==> src/rtl/crt_pkg.sv <==
package crt_pkg;

  // Slot classification: bit 1 = pause seen in late half, bit 0 = early half
  typedef enum logic [1:0] {
    SYM_NONE  = 2'd0,
    SYM_EARLY = 2'd1,
    SYM_LATE  = 2'd2,
    SYM_BOTH  = 2'd3
  } crt_sym_e;

  typedef enum logic [1:0] {
    ST_IDLE = 2'd0,
    ST_RX   = 2'd1,
    ST_WAIT = 2'd2
  } crt_state_e;

endpackage

==> src/rtl/crt_edge_sync.sv <==
module crt_edge_sync #(
  parameter int STAGES = 2
) (
  input  logic clk,
  input  logic rst_n,
  input  logic din,
  output logic fall,
  output logic rise
);

  logic [STAGES:0] sr_q;
  logic [STAGES:0] sr_d;

  always_comb begin
    sr_d = {sr_q[STAGES-1:0], din};
  end

  // idle field level is high (carrier present)
  always_ff @(posedge clk or negedge rst_n) begin
    if (!rst_n) begin
      sr_q <= '1;
    end else begin
      sr_q <= sr_d;
    end
  end

  assign fall = sr_q[STAGES] & ~sr_q[STAGES-1];
  assign rise = ~sr_q[STAGES] & sr_q[STAGES-1];

endmodule

==> src/rtl/crt_slot_slicer.sv <==
module crt_slot_slicer
  import crt_pkg::*;
#(
  parameter int BIT_CYC = 128
) (
  input  logic     clk,
  input  logic     rst_n,
  input  logic     run,
  input  logic     start,
  input  logic     fall,
  output logic     sym_valid,
  output crt_sym_e sym
);

  localparam int PH_W = $clog2(BIT_CYC);
  localparam logic [PH_W-1:0] PH_QTR  = PH_W'(BIT_CYC / 4);
  localparam logic [PH_W-1:0] PH_HALF = PH_W'(BIT_CYC / 2);
  localparam logic [PH_W-1:0] PH_LAST = PH_W'(BIT_CYC - 1);

  logic [PH_W-1:0] phase_q, phase_d;
  logic early_q, early_d;
  logic late_q, late_d;
  logic skip_q, skip_d;
  logic hit_early, hit_late, seen_early, seen_late, slot_end;

  always_comb begin
    hit_early  = run && fall && (phase_q < PH_HALF);
    hit_late   = run && fall && !(phase_q < PH_HALF);
    seen_early = early_q | hit_early;
    seen_late  = late_q | hit_late;
    slot_end   = run && (phase_q == PH_LAST);
    sym_valid  = slot_end && !skip_q;
    sym        = crt_sym_e'({seen_late, seen_early});
  end

  always_comb begin
    phase_d = phase_q;
    early_d = early_q;
    late_d  = late_q;
    skip_d  = skip_q;
    if (start) begin
      // slot windows sit a quarter slot ahead of the nominal bit start
      phase_d = PH_QTR;
      early_d = 1'b0;
      late_d  = 1'b0;
      skip_d  = 1'b1;
    end else if (run) begin
      if (slot_end) begin
        phase_d = '0;
        early_d = 1'b0;
        late_d  = 1'b0;
        skip_d  = 1'b0;
      end else begin
        phase_d = phase_q + 1'b1;
        early_d = seen_early;
        late_d  = seen_late;
      end
    end
  end

  always_ff @(posedge clk or negedge rst_n) begin
    if (!rst_n) begin
      phase_q <= '0;
      early_q <= 1'b0;
      late_q  <= 1'b0;
      skip_q  <= 1'b0;
    end else begin
      phase_q <= phase_d;
      early_q <= early_d;
      late_q  <= late_d;
      skip_q  <= skip_d;
    end
  end

endmodule

==> src/rtl/crt_frame_rx.sv <==
module crt_frame_rx
  import crt_pkg::*;
#(
  parameter int FRAME_BITS = 7
) (
  input  logic                  clk,
  input  logic                  rst_n,
  input  logic                  clr,
  input  logic                  sym_valid,
  input  crt_sym_e              sym,
  output logic                  done,
  output logic                  err,
  output logic [FRAME_BITS-1:0] data,
  output logic                  last_bit
);

  localparam int TOT   = FRAME_BITS + 1;
  localparam int CNT_W = $clog2(TOT + 1);
  localparam logic [CNT_W-1:0] CNT_FULL = CNT_W'(TOT);

  logic [TOT-1:0]   bits_q, bits_d;
  logic [CNT_W-1:0] cnt_q, cnt_d;
  logic             prev_q, prev_d;
  logic             have_bit, bit_v, frame_end;

  always_comb begin
    bits_d    = bits_q;
    cnt_d     = cnt_q;
    prev_d    = prev_q;
    done      = 1'b0;
    err       = 1'b0;
    have_bit  = 1'b0;
    bit_v     = 1'b0;
    frame_end = 1'b0;
    if (sym_valid) begin
      case (sym)
        SYM_BOTH:  err = 1'b1;
        SYM_LATE:  begin have_bit = 1'b1; bit_v = 1'b1; end
        SYM_EARLY: begin have_bit = 1'b1; bit_v = 1'b0; end
        default: begin
          if (prev_q) begin
            have_bit = 1'b1;
          end else begin
            frame_end = 1'b1;
          end
        end
      endcase
    end
    if (have_bit) begin
      if (cnt_q == CNT_FULL) begin
        err = 1'b1;
      end else begin
        for (int i = 0; i < TOT; i++) begin
          if (CNT_W'(i) == cnt_q) bits_d[i] = bit_v;
        end
        cnt_d  = cnt_q + 1'b1;
        prev_d = bit_v;
      end
    end
    if (frame_end) begin
      // the closing zero is counted, so a good frame holds FRAME_BITS+1
      if (cnt_q == CNT_FULL) done = 1'b1;
      else                   err  = 1'b1;
    end
    if (clr) begin
      bits_d = '0;
      cnt_d  = '0;
      prev_d = 1'b0;
    end
  end

  always_ff @(posedge clk or negedge rst_n) begin
    if (!rst_n) begin
      bits_q <= '0;
      cnt_q  <= '0;
      prev_q <= 1'b0;
    end else begin
      bits_q <= bits_d;
      cnt_q  <= cnt_d;
      prev_q <= prev_d;
    end
  end

  assign data     = bits_q[FRAME_BITS-1:0];
  assign last_bit = bits_q[FRAME_BITS-1];

endmodule

==> src/rtl/crt_fdt_timer.sv <==
module crt_fdt_timer #(
  parameter int LAT      = 2,
  parameter int DLY_ZERO = 1172,
  parameter int DLY_ONE  = 1236
) (
  input  logic clk,
  input  logic rst_n,
  input  logic run,
  input  logic restart,
  input  logic arm,
  input  logic sel_one,
  output logic fire
);

  localparam int DMAX  = (DLY_ONE > DLY_ZERO) ? DLY_ONE : DLY_ZERO;
  localparam int CNT_W = $clog2(DMAX + 1);
  localparam logic [CNT_W-1:0] CNT_TOP = '1;
  localparam logic [CNT_W-1:0] LAT_V   = CNT_W'(LAT);
  localparam logic [CNT_W-1:0] HIT0    = CNT_W'(DLY_ZERO - 1);
  localparam logic [CNT_W-1:0] HIT1    = CNT_W'(DLY_ONE - 1);

  logic [CNT_W-1:0] cnt_q, cnt_d;
  logic             fire_q, fire_d;

  always_comb begin
    cnt_d = cnt_q;
    if (restart) begin
      // preload with the synchroniser latency so counts refer to the pin
      cnt_d = LAT_V;
    end else if (run && (cnt_q != CNT_TOP)) begin
      cnt_d = cnt_q + 1'b1;
    end
    fire_d = arm && !restart && (cnt_q == (sel_one ? HIT1 : HIT0));
  end

  always_ff @(posedge clk or negedge rst_n) begin
    if (!rst_n) begin
      cnt_q  <= '0;
      fire_q <= 1'b0;
    end else begin
      cnt_q  <= cnt_d;
      fire_q <= fire_d;
    end
  end

  assign fire = fire_q;

endmodule

==> src/rtl/cl_resp_trigger.sv <==
module cl_resp_trigger
  import crt_pkg::*;
#(
  parameter int                    BIT_CYC     = 128,
  parameter int                    FRAME_BITS  = 7,
  parameter int                    SYNC_STAGES = 2,
  parameter int                    DLY_ZERO    = 1172,
  parameter int                    DLY_ONE     = 1236,
  parameter logic [FRAME_BITS-1:0] REQ_CODE    = 'h26,
  parameter logic [FRAME_BITS-1:0] WAKE_CODE   = 'h52
) (
  input  logic clk,
  input  logic rst_n,
  input  logic en,
  input  logic mod_n,
  output logic tx_start,
  output logic cmd_valid,
  output logic cmd_wake,
  output logic abort
);

  logic [1:0] rst_sr;
  logic       rst_n_i;

  always_ff @(posedge clk or negedge rst_n) begin
    if (!rst_n) begin
      rst_sr <= '0;
    end else begin
      rst_sr <= {rst_sr[0], 1'b1};
    end
  end
  assign rst_n_i = rst_sr[1];

  logic                  pause_fall, pause_rise;
  logic                  sym_valid;
  crt_sym_e              sym;
  logic                  frm_done, frm_err, frm_last;
  logic [FRAME_BITS-1:0] frm_data;
  logic                  fire;
  crt_state_e            st_q, st_d;
  logic                  valid_q, valid_d, wake_q, wake_d, abort_q, abort_d;
  logic                  sof, in_rx, in_wait;

  assign in_rx   = (st_q == ST_RX);
  assign in_wait = (st_q == ST_WAIT);

  crt_edge_sync #(.STAGES(SYNC_STAGES)) u_sync (
    .clk   (clk),
    .rst_n (rst_n_i),
    .din   (mod_n),
    .fall  (pause_fall),
    .rise  (pause_rise)
  );

  crt_slot_slicer #(.BIT_CYC(BIT_CYC)) u_slicer (
    .clk       (clk),
    .rst_n     (rst_n_i),
    .run       (in_rx),
    .start     (sof),
    .fall      (pause_fall),
    .sym_valid (sym_valid),
    .sym       (sym)
  );

  crt_frame_rx #(.FRAME_BITS(FRAME_BITS)) u_frame (
    .clk       (clk),
    .rst_n     (rst_n_i),
    .clr       (sof),
    .sym_valid (sym_valid),
    .sym       (sym),
    .done      (frm_done),
    .err       (frm_err),
    .data      (frm_data),
    .last_bit  (frm_last)
  );

  crt_fdt_timer #(
    .LAT      (SYNC_STAGES),
    .DLY_ZERO (DLY_ZERO),
    .DLY_ONE  (DLY_ONE)
  ) u_timer (
    .clk     (clk),
    .rst_n   (rst_n_i),
    .run     (st_q != ST_IDLE),
    .restart (pause_rise && in_rx),
    .arm     (in_wait && en),
    .sel_one (frm_last),
    .fire    (fire)
  );

  always_comb begin
    st_d    = st_q;
    valid_d = valid_q;
    wake_d  = wake_q;
    abort_d = 1'b0;
    sof     = 1'b0;
    case (st_q)
      ST_IDLE: begin
        if (en && pause_fall) begin
          sof  = 1'b1;
          st_d = ST_RX;
        end
      end
      ST_RX: begin
        if (!en) begin
          st_d = ST_IDLE;
        end else if (frm_err) begin
          abort_d = 1'b1;
          st_d    = ST_IDLE;
        end else if (frm_done) begin
          if ((frm_data == REQ_CODE) || (frm_data == WAKE_CODE)) begin
            st_d    = ST_WAIT;
            valid_d = 1'b1;
            wake_d  = (frm_data == WAKE_CODE);
          end else begin
            abort_d = 1'b1;
            st_d    = ST_IDLE;
          end
        end
      end
      ST_WAIT: begin
        if (!en || fire) begin
          st_d    = ST_IDLE;
          valid_d = 1'b0;
          wake_d  = 1'b0;
        end
      end
      default: begin
        st_d    = ST_IDLE;
        valid_d = 1'b0;
        wake_d  = 1'b0;
      end
    endcase
  end

  always_ff @(posedge clk or negedge rst_n_i) begin
    if (!rst_n_i) begin
      st_q    <= ST_IDLE;
      valid_q <= 1'b0;
      wake_q  <= 1'b0;
      abort_q <= 1'b0;
    end else begin
      st_q    <= st_d;
      valid_q <= valid_d;
      wake_q  <= wake_d;
      abort_q <= abort_d;
    end
  end

  assign tx_start  = fire;
  assign cmd_valid = valid_q;
  assign cmd_wake  = wake_q;
  assign abort     = abort_q;

endmodule

==> config.mk <==
export PLATFORM = sky130hd
export DESIGN_NAME = cl_resp_trigger
export DESIGN_NICKNAME = d
export VERILOG_FILES = /design/src/rtl/crt_pkg.sv /design/src/rtl/crt_edge_sync.sv /design/src/rtl/crt_slot_slicer.sv /design/src/rtl/crt_frame_rx.sv /design/src/rtl/crt_fdt_timer.sv /design/src/rtl/cl_resp_trigger.sv
export SDC_FILE = /design/constraint.sdc
export NUM_CORES = 1
export LEC_CHECK = 0
export ABC_CLOCK_PERIOD_IN_PS = 1400
export BUFFER_PORTS_ARGS = -buffer_cell sky130_fd_sc_hd__buf_4
export CAP_MARGIN = 20
export CORE_UTILIZATION = 45
export DETAILED_ROUTE_END_ITERATION = 12
export MAX_ROUTING_LAYER = met4
export PLACE_DENSITY_LB_ADDON = 0.08
export SLEW_MARGIN = 10
export SYNTH_ARGS = -nofsm -noshare
export SYNTH_HDL_FRONTEND = slang
export SYNTH_SLANG_ARGS = --single-unit
==> constraint.sdc <==
create_clock -name clk -period 1.4 [get_ports clk]
set_input_delay 0.14 -clock clk [delete_from_list [all_inputs] [get_ports clk]]
set_output_delay 0.14 -clock clk [all_outputs]
set_load 0.1 [all_outputs]
### Word-level counts from Yosys, hierarchy flattened

Index checks and enable logic that the tools add are counted.

| word-level totals | value |
|---|---|
| flip-flop bits (word level) | 44 |
| output and inout bits | 4 |

| operators by class | value |
|---|---|
| $add $sub $neg | 3 |
| order comparisons | 1 |
| equal/unequal tests | 25 |
| multiplexer cells | 72 |
| bitwise logic cells | 7 |
| reduce and logical (&&, ||, !) cells | 44 |

Operators by type and width:

| kind | number |
|---|---|
| 2-to-1 mux 1 bit | 50 |
| 2-to-1 mux 7 bit | 7 |
| AND reduction 3 bit | 8 |
| nonzero test 2 bit | 12 |
| 2-to-1 mux 11 bit | 2 |
| == test 7 bit, second input constant | 2 |
| == test 3 x 4 -> 1 bit, first input constant | 3 |
| 2-to-1 mux 2 bit | 6 |
| 2-to-1 mux 4 bit | 3 |
| adder 11 x 1 -> 11 bit, second input constant | 1 |
| == test 11 bit | 1 |
| logical AND 1 bit | 11 |
| != test 11 bit, second input constant | 1 |
| != test 2 bit, second input constant | 5 |
| == test 2 x 4 -> 1 bit, first input constant | 2 |
| adder 7 x 1 -> 7 bit, second input constant | 1 |
| == test 7 x 6 -> 1 bit, second input constant | 1 |
| less-than comparator 7 bit, second input constant | 1 |
| == test 2 bit, second input constant | 3 |
| one-hot mux 1 bit (3 select lines) | 2 |
| one-hot mux 2 bit (3 select lines) | 1 |
| AND reduction 6 bit | 1 |
| adder 4 x 1 -> 4 bit, second input constant | 1 |
| == test 1 x 4 -> 1 bit, first input constant | 1 |
| other kinds (15) | 26 |

### Logic depth before layout (Yosys ltp)

Gate-level depths: netlist (run 1).

| logic depth | value |
|---|---|
| depth in word-level cells | 15 |
| mapped depth | 11 |
| depth with buffers taken out | 8 |

### By module

From an unflattened synthesis (run 1), not the netlist that was laid out.

| second synthesis, totals | value |
|---|---|
| cell total of the unflattened synthesis | 248 |
| area total of the unflattened synthesis | 2,502.4 sq um |

Modules (own cells, without submodules):

| module | times used | cells each | area each (sq um) | seq. area each (sq um) |
|---|---|---|---|---|
| crt_frame_rx | 1 | 84 | 849.6 | 300.3 |
| crt_fdt_timer | 1 | 69 | 671.9 | 300.3 |
| crt_slot_slicer | 1 | 52 | 519.2 | 250.2 |
| cl_resp_trigger | 1 | 38 | 367.9 | 175.2 |
| crt_edge_sync | 1 | 5 | 93.8 | 78.8 |

### Worst setup path after synthesis (run 1)

Ideal clock, no wire load.

| path | value |
|---|---|
| path kind | register to register |
| start | register st_q[0] |
| end | register u_frame.cnt_q[3] |
| data arrival time | 2.479 ns |
| data required time | 1.322 ns |
| path slack | -1.157 ns |
| stages on the path, launching flop included | 12 |
| path through | dfrtp_1 -> buf_2 -> nor2b_1 -> clkbuf_1 -> a31oi_1 -> inv_1 -> ha_1 -> mux2i_1 -> or2_1 -> buf_6 -> or4_1 -> a21oi_1 |

| between the ends | value |
|---|---|
| cells in the longest elaborated chain, start to end | 10 |
| elaborated cells on any way between the ends | 20 |

RTL lines:

| element | line | RTL |
|---|---|---|
| from (decl) | cl_resp_trigger.sv:40 | `crt_state_e st_q, st_d;` |
| from (signal assigned) | cl_resp_trigger.sv:143 | `st_q <= st_d;` |
| == test 2 x 1 -> 1 bit | cl_resp_trigger.sv:44 | `assign in_rx = (st_q == ST_RX);` |
| logical AND 1 bit | crt_slot_slicer.sv:27, crt_slot_slicer.sv:28 |  |
| logical AND 1 bit (on tied branches) | crt_slot_slicer.sv:27, crt_slot_slicer.sv:28 |  |
| bitwise OR 1 bit (on tied branches) | crt_slot_slicer.sv:29, crt_slot_slicer.sv:30 |  |
| == test 2 bit or == test 2 x 1 -> 1 bit (tied branches) | crt_frame_rx.sv:36 | `case (sym)` |
| OR reduction 2 bit (no source line) | -- |  |
| one-hot mux 1 bit (2 select lines) | crt_frame_rx.sv:36 |  |
| 2-to-1 mux 1 bit | crt_frame_rx.sv:35 | `if (sym_valid) begin` |
| nonzero test 2 bit (no source line) | -- |  |
| AND reduction 2 bit (no source line) | -- |  |
| to (signal assigned) | crt_frame_rx.sv:79 | `cnt_q <= cnt_d;` |
| to (decl) | crt_frame_rx.sv:22 | `logic [CNT_W-1:0] cnt_q, cnt_d;` |

Parallel ways exist; a longest one is shown, timed or not.
A chain may end at the register's enable or synchronous reset.

### Final worst setup path (run 1)

| path | value |
|---|---|
| start | register u_sync.sr_q[1] |
| end | register u_frame.cnt_q[2] |

| between the ends | value |
|---|---|
| cells in the longest elaborated chain, start to end | 11 |
| elaborated cells on any way between the ends | 20 |

RTL lines:

| element | line | RTL |
|---|---|---|
| from (decl) | crt_edge_sync.sv:11 | `logic [STAGES:0] sr_q;` |
| from (signal assigned) | crt_edge_sync.sv:23 | `sr_q <= sr_d;` |
| inverter 1 bit (*) | crt_edge_sync.sv:27 | `assign fall = sr_q[STAGES] & ~sr_q[STAGES-1];` |
| bitwise AND 1 bit (*) | crt_edge_sync.sv:27 |  |
| logical AND 1 bit | crt_slot_slicer.sv:27, crt_slot_slicer.sv:28 |  |
| logical AND 1 bit (on tied branches) | crt_slot_slicer.sv:27, crt_slot_slicer.sv:28 |  |
| bitwise OR 1 bit (on tied branches) | crt_slot_slicer.sv:29, crt_slot_slicer.sv:30 |  |
| == test 2 bit or == test 2 x 1 -> 1 bit (tied branches) | crt_frame_rx.sv:36 |  |
| OR reduction 2 bit (no source line) | -- |  |
| one-hot mux 1 bit (2 select lines) | crt_frame_rx.sv:36 |  |
| 2-to-1 mux 1 bit | crt_frame_rx.sv:35 |  |
| nonzero test 2 bit (no source line) | -- |  |
| AND reduction 2 bit (no source line) | -- |  |

Mark *: on every way between the ends. The rest lies on a longest branch, timed or not.

==> results of run 1 <==
-- path summary, 6_finish.rpt --
path | start | end | slack [ps] | depth (start not counted)
max in group asynchronous | rst_sr[1] | u_timer.fire | 890 | 1
worst max-delay path | u_sync.sr_q[1] | u_frame.cnt_q[2] | -780 | 8
worst max register to register | u_sync.sr_q[1] | u_frame.cnt_q[2] | -780 | 8
min in group clk | en | st_q[1] | 170 | 2
worst min-delay path | rst_n | rst_sr[1] | 160 | 2
worst min register to register | rst_sr[1] | u_slicer.phase_q[1] | 220 | 1
-- sequential cells by signal (all words and copies together), names as in the netlist --
name and count:
u_slicer.early_q 1, u_frame.bits_q 7, u_slicer.skip_q 1, u_frame.prev_q 1, u_timer.fire 1, cmd_valid 1, u_frame.cnt_q 4, u_timer.cnt_q 11
st_q 2, u_sync.sr_q 3, abort 1, cmd_wake 1, rst_sr 2, u_slicer.late_q 1, u_slicer.phase_q 7
-- cells in the final DEF (no fill, tap or decap), types with 4 or more instances in the layout --
master	instances
o31ai_1	4
nand3_1	7
clkbuf_8	7
nor2_1	5
nand4_1	7
buf_6	16
nand2_1	22
a21oi_2	14
nand3_2	8
o211ai_1	4
ha_1	6
dfrtp_1	40
inv_1	5
o21ai_0	5
buf_4	76
mux2i_1	7
-- through the flow --
step	cell area (um2)	hold WS, ps	cells	utilization (%)
4_1_cts	3560	148	404	69.6
3_3_place_gp	3120	-77.3	383	61.0
2_1_floorplan	2490	-156	244	-
5_1_grt	3720	150	407	72.8
6_report	3720	159	407	72.8
3_5_place_dp	3120	-73.1	383	61.0
-- power by group through the flow --
stage	sequential [uW]	combinational (uW)	clock, uW
3_3_place_gp	1490	748	0
3_5_place_dp	1500	764	0
5_1_grt	1490	1060	975
2_1_floorplan	1550	340	0
4_1_cts	1480	872	905
6_report	1480	962	902
-- routing by layer --
layer	up-vias	track usage, %	routed length (um)
met3	10	4.69	215
met1	1160	32.5	3110
met2	39	46.7	3590
li1	1084	-	-
met4	0	8.81	99
met5	-	-	0
-- what timing repair did --
| item | 4_1_cts | 5_1_grt |
|---|---|---|
| setup buffers | 11 | 4 |
| cloned | 1 | 0 |
| gates resized for setup | 64 | 31 |
| setup endpoints to repair | 36 | 39 |
| hold buffers | 2 | 0 |
| endpoints found under the hold margin | 3 | 0 |
| pin swaps | 21 | 11 |
-- layout make-up --
cell class	count	area, um2
multi-input combinational	182	1600
fill	363	1390
sequential	44	1110
timing repair buffer	96	796
clock buffer	8	100
tap	70	87.6
inverter	7	26.3
-- cells by family after synthesis --
kind of cell	after synthesis	synth area share, %
adder cells (fa/ha/maj)	9	4.71
AND/OR/NAND/NOR	104	25.9
other	1	0.157
XOR/XNOR	5	1.83
flip-flops	44	46.3
multiplexers	9	3.82
buffers and inverters	18	3.41
AO/OA/AOI/OAI	54	13.9
==> metrics.csv, run 1 <==
metric,value,unit
run_status,finished with violations,
failed_checks,setup timing,
power_switching,1010,uW
min_path_type,in -> async,
cp_max_fo,5,
postRouteAntennaNets,0,
antenna_found_initial,0,
viasPerCell,5.63,
period_needed,2180,ps
end_kind,flip-flop,
cp_data_arrival_time,2420,ps
drive_gt1_share,53.4,%
synthCells,244,
die_y,74.9,um
synth.area.top_cells,"dfrtp_1 43%, ha_1 4.7%, a21oi_1 3.8%",
p_int,2330,uW
switching_share,30.2,%
synth-seq-cells,44,
p_comb_share,28.7,%
cts-root-buf,clkbuf_8,
required,1640,ps
power_frac_seq,44.3,%
synth_top_area_share,43.0,%
synth_area,2390,um2
setup_ws,-782,ps
dp_hpwl,4450,um
yosysWarnings,0,
final_nets,349,
io_buffers,7,
crit_path_cell_trace,"nor2b_4, a31oi_4, inv_2, ha_4, mux2i_4, or2_4, or4_1, a21oi_2",
core_area,5110,um2
track_usage,27.3,%
finalSetupViolCount,38,
finalMaxSlewViolations,0,
numCtsBuffers,5,
max-clock-path-buffers,2,
clock_power_share,27.0,%
skew,11.8,ps
drtPass1Iterations,4,
cts_sinks,44,
wl,7020,um
yosysTopAreaCell,dfrtp_1,
grt_pass1_wl,11000,um
h-tree-depth,2,
path_clk_slew,80,ps
timing.fmax,0.458,GHz
hold_viol_final,0,
power,3340,uW
synth_cell_types,50,
place_ws,-803,ps
place_congestion,0.833,
drc_errors,0,
wl_per_cell,17.2,um
start_kind,flip-flop,
setup_tns,-14220,ps
power.leakage,0.00159,uW
fp.dieArea,5600,um2
crit_family,simple AND/OR/NAND/NOR gates,
max_stage_delay,560,ps
ys.flop_type,dfrtp_1,
drt_iter0_markers,129,
vdd_drop_max,0.642,mV
synth_edf_count,0,
max-cap-violations,0,
synth_common_cells,"41 x dfrtp_1, 23 x nand2_1, 18 x a21oi_1",
diodes,0,
seq_area_frac_synth,46.3,%
grt_max_degree,25,
area_growth,55.7,%
insertion_delay,300,ps
io_pins,8,
synthMostInstantiatedCell,dfrtp_1,
p_per_area,899,nW/um2
die_x,74.9,um
period_share,156,%
syn_avg_cell_area,9.79,um2
syn_nets,257,
first_global_vias,2342,
num_vias,2293,
rsz0062_at_grt,yes,
async_flop_share,100,%
critPathBufInv,1,
worstSetupPathType,reg -> reg,
row_count,26,
critPathSlowestCell,dfstp_2,
grt.overflow.total,0,
floorplan.initialDensity,46.8,%
cts_tree,built,
Power figures use the tool's default switching activity.
==> inputs of run 2 (changes only) <==
--- a/config.mk
+++ b/config.mk
@@ -8,8 +8,9 @@
 export ABC_CLOCK_PERIOD_IN_PS = 1400
 export BUFFER_PORTS_ARGS = -buffer_cell sky130_fd_sc_hd__buf_4
 export CAP_MARGIN = 20
-export CORE_UTILIZATION = 45
+export CORE_UTILIZATION = 55
 export DETAILED_ROUTE_END_ITERATION = 12
+export GPL_ROUTABILITY_DRIVEN = 0
 export MAX_ROUTING_LAYER = met4
 export PLACE_DENSITY_LB_ADDON = 0.08
 export SLEW_MARGIN = 10
==> metrics.csv, run 2 (synthesis gave the netlist of run 1 again) <==
metric,value,unit,change
wl,7120,um,+1.4%
row_count,23,,-12%
power_frac_seq,45.8,%,+1.5 points
cp_max_fo,2,,-3
top_layer_used,met4,,
insertion_delay,300,ps,about the same
cts-root-buf,clkbuf_8,,
cts_tree,built,,
final_cell_mix,"80 x buf_4, 40 x dfrtp_1, 23 x nand2_1",,
period_share,154,%,-1.9 points
switching_share,29.7,%,-0.55 points
mostFrequentLayoutCell,buf_4,,
reg_top3,"u_timer.cnt_q x11, u_frame.bits_q x7, u_slicer.phase_q x7",,
setup_ws,-755,ps,+26.6 ps
finalSetupViolCount,33,,-13%
io_buffers,7,,unchanged
die_x,67.9,um,-9.3%
design_area,3590,um2,-3.4%
utilization,87.9,%,+15 points
drtPass1Iterations,4,,unchanged
crit-reg2reg-capture,cmd_wake,,
p_comb_share,29.3,%,+0.6 points
finalMaxSlewViolations,0,,unchanged
dp_hpwl,4370,um,-2.0%
wl_per_cell,18.4,um,+6.9%
crit_path_cell_trace,"nor2b_4, a31oi_4, inv_2, ha_4, nor4b_4, nand4_1, or2_4, a221o_1",,
timing.fmax,0.464,GHz,+1.2%
r2r_cells,8,,unchanged
die_y,67.9,um,-9.3%
place_ws,-818,ps,-15.1 ps
hold_viol_final,0,,unchanged
drt_iter0_markers,260,,+100%
drc_errors,0,,unchanged
first_global_vias,2339,,-0.13%
drive_gt1_share,49.1,%,-4.3 points
floorplan.initialDensity,58.5,%,+12 points
path_clk_slew,80,ps,about the same
track_usage,32.6,%,+5.4 points
h-tree-depth,2,,unchanged
grt_pass1_wl,10700,um,-2.5%
final_cells,386,,-5.2%
required,1580,ps,-60 ps
worstReg2RegStart,u_sync.sr_q[1],,
wl_met2,3520,um,-2.0%
wl_met1,3030,um,-2.5%
max-cap-violations,0,,unchanged
final_nets,348,,-0.29%
skew,7.55,ps,-4.25 ps
grt_max_degree,25,,unchanged
worstSetupPathType,reg -> reg,,
numCtsBuffers,5,,unchanged
min_path_type,in -> async,,
num_vias,2376,,+3.6%
met3_length,393,um,+83%
grt.overflow.total,0,,unchanged
setup_tns,-13630,ps,+588 ps
max-clock-path-buffers,2,,unchanged
io_pins,8,,unchanged
power.leakage,0.00157,uW,-0.90%
vdd_drop_max,0.854,mV,+33%
cts_sinks,44,,unchanged
clock_power_share,24.9,%,-2.1 points
viasPerCell,6.16,,+9.3%
fp.dieArea,4610,um2,-18%
start_kind,flip-flop,,
core_area,4090,um2,-20%
postRouteAntennaNets,0,,unchanged
rrSetupSlack,-760,ps,+30 ps
placed_area,3110,um2,-0.16%
period_needed,2160,ps,-26.6 ps
run_status,finished with violations,,
p_int,2280,uW,-2.2%
failed_checks,setup timing,,
max_stage_delay,560,ps,about the same
dp.cells,364,,-5.0%
p_per_area,903,nW/um2,+0.48%
rsz0062_at_grt,yes,,
largest_reg_flops,11,,unchanged
power_switching,963,uW,-4.7%
regMostFlops,u_timer.cnt_q,,
critPathSlowestCell,dfstp_2,,
cp_data_arrival_time,2340,ps,-80 ps
area_growth,50.4,%,
diodes,0,,unchanged
fill_cells,185,,-49%
end_kind,flip-flop,,
antenna_found_initial,0,,unchanged
## run 2: power groups by stage
stage,clock network [uW],registers [uW],logic (uW)
6_report,808,1490,951
5_1_grt,872,1500,1040
4_1_cts,820,1480,840
3_5_place_dp,0,1500,750
3_3_place_gp,0,1500,724
2_1_floorplan,0,1550,340
## run 2: final cells by class
type                       count  area (um2)  share of cell area, %
inverter                       7        26.3                  0.731
timing repair buffer          95         793                   22.1
clock buffer                   8        90.1                   2.51
multi-input combinational    182        1520                   42.2
tap                           50        62.6                   1.74
sequential                    44        1110                   30.8
## run 2: worst max-delay path, delay by kind of cell (launching register included)
| family | cells | cell delay, ps |
|---|---|---|
| buffers and inverters | 1 | 80 |
| DFF | 1 | 560 |
| and+or+nand+nor | 4 | 700 |
| AOI/OAI and AO/OA | 2 | 520 |
| adders and majority gates | 1 | 170 |
## run 2: routing by layer
layer	GRT usage (%)	vias up
li1	-	1082
met2	52.5	100
met5	-	-
met3	4.50	21
met1	41.4	1173
met4	13.3	0
## run 2: how the worst max path moves through the flow
stage	cells after the start	endpoint	start	slack [ps]
after detailed placement	7	u_frame.cnt_q[2]	u_sync.sr_q[2]	-820
after global routing	9	u_frame.bits_q[3]	u_sync.sr_q[2]	-810
after CTS	8	cmd_wake	u_sync.sr_q[1]	-720
after floorplan	11	u_frame.cnt_q[2]	st_q[0]	-820
final	8	cmd_wake	u_sync.sr_q[1]	-760
after global placement	7	u_frame.cnt_q[2]	u_sync.sr_q[2]	-720
## run 2: timing repair
| item | in CTS | in global routing |
|---|---|---|
| pin swaps | 12 | 11 |
| buffers inserted | 5 | 9 |
| endpoints found under the setup margin | 37 | 38 |
| hold buffers | 2 | 0 |
| resized for setup | 46 | 26 |
| endpoints found under the hold margin | 3 | 0 |
## run 2: stage by stage
| step | hold slack, ps | power (uW) |
|---|---|---|
| floorplan | -156 | 1890 |
| global placement | -77.7 | 2220 |
| detailed placement | -76.8 | 2250 |
| CTS | 147 | 3140 |
| global route | 167 | 3410 |
| finish | 163 | 3250 |
==> inputs of run 3 (changes only) <==
--- a/config.mk
+++ b/config.mk
@@ -8,7 +8,9 @@
 export ABC_CLOCK_PERIOD_IN_PS = 1400
 export BUFFER_PORTS_ARGS = -buffer_cell sky130_fd_sc_hd__buf_4
 export CAP_MARGIN = 20
-export CORE_UTILIZATION = 55
+export CELL_PAD_IN_SITES_DETAIL_PLACEMENT = 1
+export CELL_PAD_IN_SITES_GLOBAL_PLACEMENT = 2
+export CORE_UTILIZATION = 36
 export DETAILED_ROUTE_END_ITERATION = 12
 export GPL_ROUTABILITY_DRIVEN = 0
 export MAX_ROUTING_LAYER = met4
==> metrics.csv, run 3 (synthesis gave the netlist of run 1 again) <==
metric,value,unit,change
run_status,finished with violations,,
failed_checks,setup timing,,
first_global_vias,2573,,+10%
rrSetupSlack,-900,ps,-150 ps
place_ws,-851,ps,-32.8 ps
drc_errors,0,,unchanged
wl_met1,3830,um,+26%
fill_cells,682,,+270%
met3_length,171,um,-56%
cts-root-buf,clkbuf_8,,
cp_data_arrival_time,2500,ps,+160 ps
cp_max_fo,5,,+3
postRouteAntennaNets,0,,unchanged
grt_max_degree,19,,-24%
setup_ws,-902,ps,-146 ps
finalSetupViolCount,34,,+3.0%
wl,8540,um,+20%
finalMaxSlewViolations,0,,unchanged
wl_met2,4460,um,+27%
timing.fmax,0.434,GHz,-6.4%
insertion_delay,300,ps,about the same
end_kind,flip-flop,,
min_path_type,in -> reg,,
numCtsBuffers,5,,unchanged
drtPass1Iterations,4,,unchanged
worst_hold_slack,149,ps,-14.9 ps
row_count,29,,+26%
antenna_found_initial,0,,unchanged
design_area,3830,um2,+6.5%
rsz0062_at_grt,yes,,
final_cell_mix,"72 x buf_4, 40 x dfrtp_1, 22 x buf_6",,
max-clock-path-buffers,2,,unchanged
final_nets,354,,+1.7%
max-cap-violations,0,,unchanged
path_clk_slew,90,ps,about the same
io_buffers,7,,unchanged
p_per_area,902,nW/um2,-0.16%
worstReg2RegStart,u_sync.sr_q[1],,
placed_area,3140,um2,+0.92%
die_x,83.5,um,+23%
final_cells,419,,+8.5%
required,1590,ps,about the same
wl_per_cell,20.4,um,+10%
num_vias,2330,,-1.9%
track_usage,24.0,%,-8.6 points
setup_tns,-15970,ps,-2340 ps
grt.overflow.total,0,,unchanged
cts_tree,built,,
cts_sinks,44,,unchanged
core_area,6390,um2,+56%
dp.cells,392,,+7.7%
worstSetupPathType,reg -> reg,,
dp_hpwl,5140,um,+18%
top_layer_used,met4,,
vdd_drop_max,0.668,mV,-22%
skew,5.28,ps,-2.27 ps
largest_reg_flops,11,,unchanged
mostFrequentLayoutCell,buf_4,,
min_path_cells,2,,
viasPerCell,5.56,,-9.7%
hold_viol_final,0,,unchanged
worstHoldStart,en,,
floorplan.initialDensity,37.4,%,-21 points
diodes,0,,unchanged
critPathLaunch,u_sync.sr_q[1],,
reg_top3,"u_timer.cnt_q x11, u_frame.bits_q x7, u_slicer.phase_q x7",,
hold_end,st_q[1],,
regMostFlops,u_timer.cnt_q,,
io_pins,8,,unchanged
area_growth,60.2,%,
grt_pass1_wl,12900,um,+20%
power.leakage,0.00163,uW,+3.6%
drive_gt1_share,55.6,%,+6.4 points
die_y,83.5,um,+23%
crit-reg2reg-capture,u_frame.bits_q[3],,
drt_iter0_markers,114,,-56%
h-tree-depth,2,,unchanged
period_share,164,%,+10 points
r2r_cells,11,,+3
fp.dieArea,6960,um2,+51%
period_needed,2300,ps,+146 ps
start_kind,flip-flop,,
==> run 3: repair_timing <==
| item | CTS | global route |
|---|---|---|
| hold buffers | 2 | 0 |
| gates resized for setup | 50 | 59 |
| pin swaps | 17 | 25 |
| endpoints found under the hold margin | 3 | 0 |
| endpoints found under the setup margin | 38 | 38 |
| setup buffers | 11 | 8 |
| cloned | 1 | 1 |
==> run 3: critical path, stage by stage, from the launching register on <==
cell and delay (ps):
dfstp_2 570, nor2b_4 60, a31oi_4 250, inv_2 100, ha_4 290, mux2i_4 80
buf_6 140, buf_6 100, nor2_4 100, buf_6 160, nand3_2 70, a32o_1 270
==> run 3: per-stage QoR <==
step	total power, uW	utilization (%)
finish	3450	59.9
global route	3610	59.9
CTS	3330	55.6
detailed placement	2290	49.2
global placement	2260	49.2
floorplan	1890	-
==> run 3: where the power goes <==
group	switching (uW)	total [uW]	internal (uW)
clock network	463	858	395
logic	530	1100	565
registers	109	1500	1390
==> run 3: how the worst max path moves through the flow <==
stage / to / slack, ps / depth (start not counted)
2_1_floorplan: u_frame.cnt_q[2] / -820 / 11
3_3_place_gp: u_frame.cnt_q[2] / -770 / 7
3_5_place_dp: u_frame.cnt_q[3] / -850 / 7
4_1_cts: u_frame.cnt_q[3] / -740 / 8
5_1_grt: cmd_wake / -990 / 8
6_report: u_frame.bits_q[3] / -900 / 11
==> run 3: final cells by class <==
type	count	area, um2	area share [%]
inverters	7	26.3	0.687
clock buffers	6	82.6	2.16
multi-input cells	183	1640	42.8
flip-flops and latches	44	1110	28.9
well taps	77	96.3	2.52
clock inverters	2	10.0	0.262
repair buffers	100	868	22.7
==> run 3: routing by layer <==
metal / global-route usage, % / vias to the layer above
met5: - / -
li1: - / 1097
met1: 29.6 / 1204
met4: 6.47 / 0
met2: 41.5 / 22
met3: 3.36 / 7
